### src/rtl/irq_svc_pkg.sv
package irq_svc_pkg;

    // Index width for a set of n lines, at least one bit.
    function automatic int idx_width(input int n);
        return (n > 1) ? $clog2(n) : 1;
    endfunction

endpackage

### src/rtl/irq_lowest_first.sv
module irq_lowest_first #(
    parameter int N  = 8,
    parameter int IW = irq_svc_pkg::idx_width(N)
) (
    input  logic [N-1:0]  req,
    output logic          any,
    output logic [IW-1:0] idx
);
    always_comb begin
        any = 1'b0;
        idx = '0;
        for (int i = N - 1; i >= 0; i--) begin
            if (req[i]) begin
                any = 1'b1;
                idx = IW'(i);
            end
        end
    end
endmodule

### src/rtl/irq_eoi_match.sv
module irq_eoi_match #(
    parameter int N     = 8,
    parameter int VEC_W = 8,
    localparam int IW   = irq_svc_pkg::idx_width(N)
) (
    input  logic [N*VEC_W-1:0] cfg_vector,
    input  logic               eoi_valid,
    input  logic [VEC_W-1:0]   eoi_vector,
    output logic [N-1:0]       clr
);
    logic [N-1:0]  hit;
    logic          hit_any;
    logic [IW-1:0] hit_idx;

    for (genvar g = 0; g < N; g++) begin : g_cmp
        assign hit[g] = eoi_valid && (cfg_vector[g*VEC_W +: VEC_W] == eoi_vector);
    end

    irq_lowest_first #(.N(N), .IW(IW)) u_pick (
        .req (hit),
        .any (hit_any),
        .idx (hit_idx)
    );

    for (genvar g = 0; g < N; g++) begin : g_sel
        assign clr[g] = hit_any && (hit_idx == IW'(g));
    end
endmodule

### src/rtl/irq_pin_service.sv
module irq_pin_service #(
    parameter int NPINS = 8,
    parameter int VEC_W = 8,
    localparam int IW   = irq_svc_pkg::idx_width(NPINS)
) (
    input  logic                   clk,
    input  logic                   rst_n,
    input  logic [NPINS-1:0]       pin_raw,
    input  logic [NPINS*VEC_W-1:0] cfg_vector,
    input  logic [NPINS-1:0]       cfg_level,
    input  logic [NPINS-1:0]       cfg_active_low,
    input  logic [NPINS-1:0]       cfg_mask,
    input  logic [NPINS-1:0]       kick,
    input  logic                   eoi_valid,
    input  logic [VEC_W-1:0]       eoi_vector,
    output logic                   dlv_valid,
    input  logic                   dlv_ready,
    output logic [IW-1:0]          dlv_pin,
    output logic [VEC_W-1:0]       dlv_vector,
    output logic                   dlv_level
);
    typedef struct packed {
        logic [NPINS-1:0] lvl;   // effective level seen at the previous edge
        logic [NPINS-1:0] irr;   // request bits
        logic [NPINS-1:0] lock;  // remote-pending lock for level lines
    } state_t;

    state_t st_d, st_q;

    logic [NPINS-1:0] eff;
    logic [NPINS-1:0] eligible;
    logic [NPINS-1:0] eoi_clr;
    logic [NPINS-1:0] gnt_oh;
    logic             gnt_any;
    logic [IW-1:0]    gnt_idx;
    logic             fire;

    assign eff = pin_raw ^ cfg_active_low;

    // Edge lines need only a request; level lines also need a clear lock.
    assign eligible = st_q.irr & ~cfg_mask & ~(cfg_level & st_q.lock);

    irq_lowest_first #(.N(NPINS), .IW(IW)) u_grant (
        .req (eligible),
        .any (gnt_any),
        .idx (gnt_idx)
    );

    irq_eoi_match #(.N(NPINS), .VEC_W(VEC_W)) u_eoi (
        .cfg_vector (cfg_vector),
        .eoi_valid  (eoi_valid),
        .eoi_vector (eoi_vector),
        .clr        (eoi_clr)
    );

    assign fire = gnt_any && dlv_ready;

    for (genvar g = 0; g < NPINS; g++) begin : g_oh
        assign gnt_oh[g] = fire && (gnt_idx == IW'(g));
    end

    always_comb begin
        st_d     = st_q;
        st_d.lvl = eff;
        for (int i = 0; i < NPINS; i++) begin
            if (cfg_level[i]) begin
                st_d.irr[i] = eff[i];
            end else begin
                // a new rising edge wins over retirement or mask drop
                st_d.irr[i] = (st_q.irr[i] && !gnt_oh[i] && !cfg_mask[i])
                            || (eff[i] && !st_q.lvl[i]);
            end
            // acceptance of a level line sets the lock over any release
            st_d.lock[i] = (st_q.lock[i] && !eoi_clr[i] && !kick[i])
                         || (gnt_oh[i] && cfg_level[i]);
        end
    end

    always_ff @(posedge clk or negedge rst_n) begin
        if (!rst_n) begin
            st_q <= '0;
        end else begin
            st_q <= st_d;
        end
    end

    assign dlv_valid  = gnt_any;
    assign dlv_pin    = gnt_idx;
    assign dlv_vector = cfg_vector[int'(gnt_idx)*VEC_W +: VEC_W];
    assign dlv_level  = cfg_level[gnt_idx];
endmodule

### config.mk
export PLATFORM = sky130hd
export DESIGN_NAME = irq_pin_service
export DESIGN_NICKNAME = d
export VERILOG_FILES = /design/src/rtl/irq_svc_pkg.sv /design/src/rtl/irq_lowest_first.sv /design/src/rtl/irq_eoi_match.sv /design/src/rtl/irq_pin_service.sv
export SDC_FILE = /design/constraint.sdc
export NUM_CORES = 1
export LEC_CHECK = 0
export BUFFER_PORTS_ARGS = -buffer_cell sky130_fd_sc_hd__buf_2
export CAP_MARGIN = 20
export CORE_MARGIN = 2
export CORE_UTILIZATION = 45
export CTS_CLUSTER_SIZE = 10
export DETAILED_ROUTE_END_ITERATION = 8
export GPL_TIMING_DRIVEN = 0
export PLACE_DENSITY = 0.77
export SYNTH_ARGS = -nofsm -noshare
export SYNTH_HDL_FRONTEND = slang
export SYNTH_SLANG_ARGS = --single-unit
### constraint.sdc
create_clock -name clk -period 4.87 [get_ports clk]
set_input_delay 0.974 -clock clk [delete_from_list [all_inputs] [get_ports clk]]
set_output_delay 0.974 -clock clk [all_outputs]
set_load 0.1 [all_outputs]
==> results.py <==
metrics = {
    "clocking": {
        "cts_resized": 0,
        "clock_path_buffers": 2,
        "cts_hold_buffers": 0,
        "insertion_delay_ps": 260,
        "cts_tree": "done",
        "path_clk_slew_ps": 80,
        "cts_setup_buffers": 0,
        "cts_root_buf": "clkbuf_8",
        "clock_sinks": 24,
        "htreeDepth": 1,
        "cts_buffers": 3,
    },
    "cells_and_area": {
        "mostFrequentLayoutCell": "buf_2",
        "multi_input_area_um2": 2120,
        "mostFrequentLayoutCells": "buf_2, xnor2_1, inv_1",
        "final_cells": 529,
        "seq_area_um2": 601,
        "fin_area_um2": 3670,
        "largest_reg_flops": 24,
        "syn2layout_area_growth_pct": 26.6,
        "fillers": 594,
        "fin_nets": 570,
        "num_antenna_cells": 0,
        "largest_register": "st_q",
        "layout-drive-gt1-share_pct": 38.5,
        "largest_registers": "st_q (24)",
    },
    "routing": {
        "wl_per_cell_um": 16.3,
        "dr.pass1.iters": 4,
        "wirelength_um": 8620,
        "drtIter0Drc": 217,
        "vias": 2884,
        "final_antenna_net_count": 0,
        "viasPerCell": 5.45,
        "drc_errors": 0,
    },
    "place": {
        "post-place-cells": 526,
        "post-dp-hpwl_um": 7150,
        "place_congestion": 0.874,
        "port_buffers": 119,
        "placed_cell_area_um2": 3630,
    },
    "sta": {
        "finalCritPeriodShare_pct": 96.2,
        "hold-worst-slack_ps": 522,
        "worst_pin_slew_ps": 649,
        "maxSlewHeadroom_pct": 56.7,
        "slew_viol_final": 0,
        "fmax_mhz": 213,
        "grt_setup_unrepaired": "no",
        "fin_worst_skew_ps": 3.64,
        "finalCriticalPeriod_ps": 4680,
        "final_hold_viol_count": 0,
        "finalSetupViolCount": 0,
        "fin_tns_setup_ps": 0,
    },
    "power": {
        "switching_share_pct": 53.9,
        "switching_power_mw": 0.608,
        "power.leakage_nw": 1.69,
        "vdd_drop_max_mv": 0.315,
        "p_int_mw": 0.521,
        "clock_power_share_pct": 10.1,
        "pwr-share-comb_pct": 69.7,
        "p_per_area_nw_per_um2": 308,
        "pwr-share-seq_pct": 20.1,
    },
    "global_routing": {
        "grt_use_total_pct": 23.9,
        "grt_pass1_vias": 2981,
        "grt_pass1_wl_um": 13800,
        "antenna_found_initial": 0,
        "grt_max_degree": 25,
        "overflow": 0,
    },
    "logic_synthesis": {
        "synth_top_family_by_area": "compound AO/OA/AOI/OAI gates",
        "synth-xor-area-share_pct": 21.8,
        "ys.flop_type": "dfrtp_1",
        "syn-num-nets": 446,
        "synth-simple-area-share_pct": 16.9,
        "synthAdderAreaFrac_pct": 0,
        "avgSynthCellArea_um2": 8.78,
        "synthMuxAreaShare_pct": 8.03,
        "yosysSeqAreaShare_pct": 20.7,
        "synth_cells": 330,
        "synth-seq-cells": 24,
        "ys_warn_count": 0,
        "synth_compound_area_share_pct": 25.2,
        "async_flop_share_pct": 100,
        "netlist_area_um2": 2900,
        "synth_edf_count": 0,
        "synthDistinctLibCells": 48,
    },
    "floorplanning": {
        "rows": 29,
        "io_pins": 129,
        "die_height_um": 84.3,
        "coreArea_um2": 6280,
        "die_w_um": 84.3,
        "design.die.area_um2": 7100,
        "start_util_pct": 46.2,
    },
    "worst_setup_path": {
        "cp_max_fo": 10,
        "endpoint_kind": "primary output",
        "crit_path_cell_trace": "buf_2 > nand2b_1 > a211o_1 > a221oi_4 > buf_6 > mux2_1 > a221oi_1 > o21a_1 > a221oi_4 > buf_2",
        "critical_path.startpoint_type": "input pin",
        "crit_arrival_ps": 3710,
        "path_class": "input pin to primary output",
        "cp_num_buf_inv": 3,
        "slowest_delay_ps": 500,
        "cp_slowest_cell": "a221oi_4",
        "cp.required_ps": 3900,
        "path_delay_family": "compound AO/OA/AOI/OAI gates",
    },
    "job": {
        "cap_violations": 0,
    },
    "hold_path": {
        "hp-class": "flop to flop",
    },
    "status": {
        "status": "complete, no violations",
    },
}
## area by class of cell
class                   instances  share of cell area, %
plain buffers                  17                   2.86
repair buffers                119                   16.2
well taps                      77                   2.63
inverters                      29                   2.97
multi-input cells             260                   57.8
flip-flops and latches         24                   16.4
clock buffers                   3                   1.13
## power by group through the flow
stage	logic [mW]	registers (mW)	clock network, mW
after global placement	0.776	0.231	0
final	0.788	0.227	0.114
after CTS	0.786	0.227	0.117
after global routing	0.830	0.230	0.124
after floorplan	0.617	0.229	0
after detailed placement	0.784	0.232	0
## kinds of logic (layout without fill, tap and decap cells)
kind of cell    count (synthesis)  in the layout
compound gates                 80             80
xor+xnor                       72             72
buf+inv                        46            168
flops                          24             24
mux                            18             18
simple gates                   90             90
## metrics by stage
step | power [mW] | utilization [%] | setup WS [ps]
after floorplan | 0.847 | - | 32.3
after global placement | 1.01 | 57.8 | 254
after detailed placement | 1.02 | 57.8 | 200
after CTS | 1.13 | 58.5 | 190
after global routing | 1.18 | 58.5 | 63.3
final | 1.13 | 58.5 | 186
## path summary, 6_finish.rpt
check | startpoint | to | slack [ps] | cells after the start
max | cfg_mask[7] | dlv_vector[7] | 190 | 10
min | st_q[7] | st_q[7] | 520 | 1
max reg2reg | st_q[11] | st_q[6] | 2450 | 10
min reg2reg | st_q[7] | st_q[7] | 520 | 1
max in group asynchronous | rst_n | st_q[11] | 3840 | 1
min in group asynchronous | rst_n | st_q[12] | 680 | 1
## synth_stat cells (2+ instances only)
library cell	number	area (µm²)
xnor2_1	50	438
inv_1	27	101
dfrtp_1	24	601
xor2_1	22	193
nand2_1	20	75.1
a221oi_2	17	255
nor3_1	14	70.1
nand2b_1	13	81.3
buf_2	12	60.1
o21ai_0	10	50.1
nand3_1	9	45.0
a21oi_1	8	40.0
mux2_4	8	120
nand4_1	8	50.1
nor2_1	8	30.0
o21a_1	8	60.1
o31ai_1	8	60.1
a221oi_1	7	61.3
mux2_1	6	67.6
nor2b_1	5	31.3
a21o_1	4	30.0
mux2_2	4	45.0
o2bb2ai_1	3	26.3
a211o_1	2	17.5
a221o_1	2	20.0
a2bb2oi_1	2	17.5
and2_1	2	12.5
and4_1	2	17.5
buf_4	2	15.0
inv_2	2	7.51
nand3b_1	2	15.0
nor4_1	2	12.5
o41ai_1	2	17.5
## metal layers
layer	vias up	track usage [%]	wire [µm]
met5	-	0	0
met4	0	5.13	93
met3	9	2.56	479
met2	110	43.5	4280
met1	1334	30.4	3760
li1	1431	-	-
(Power assumes the default switching activity.)
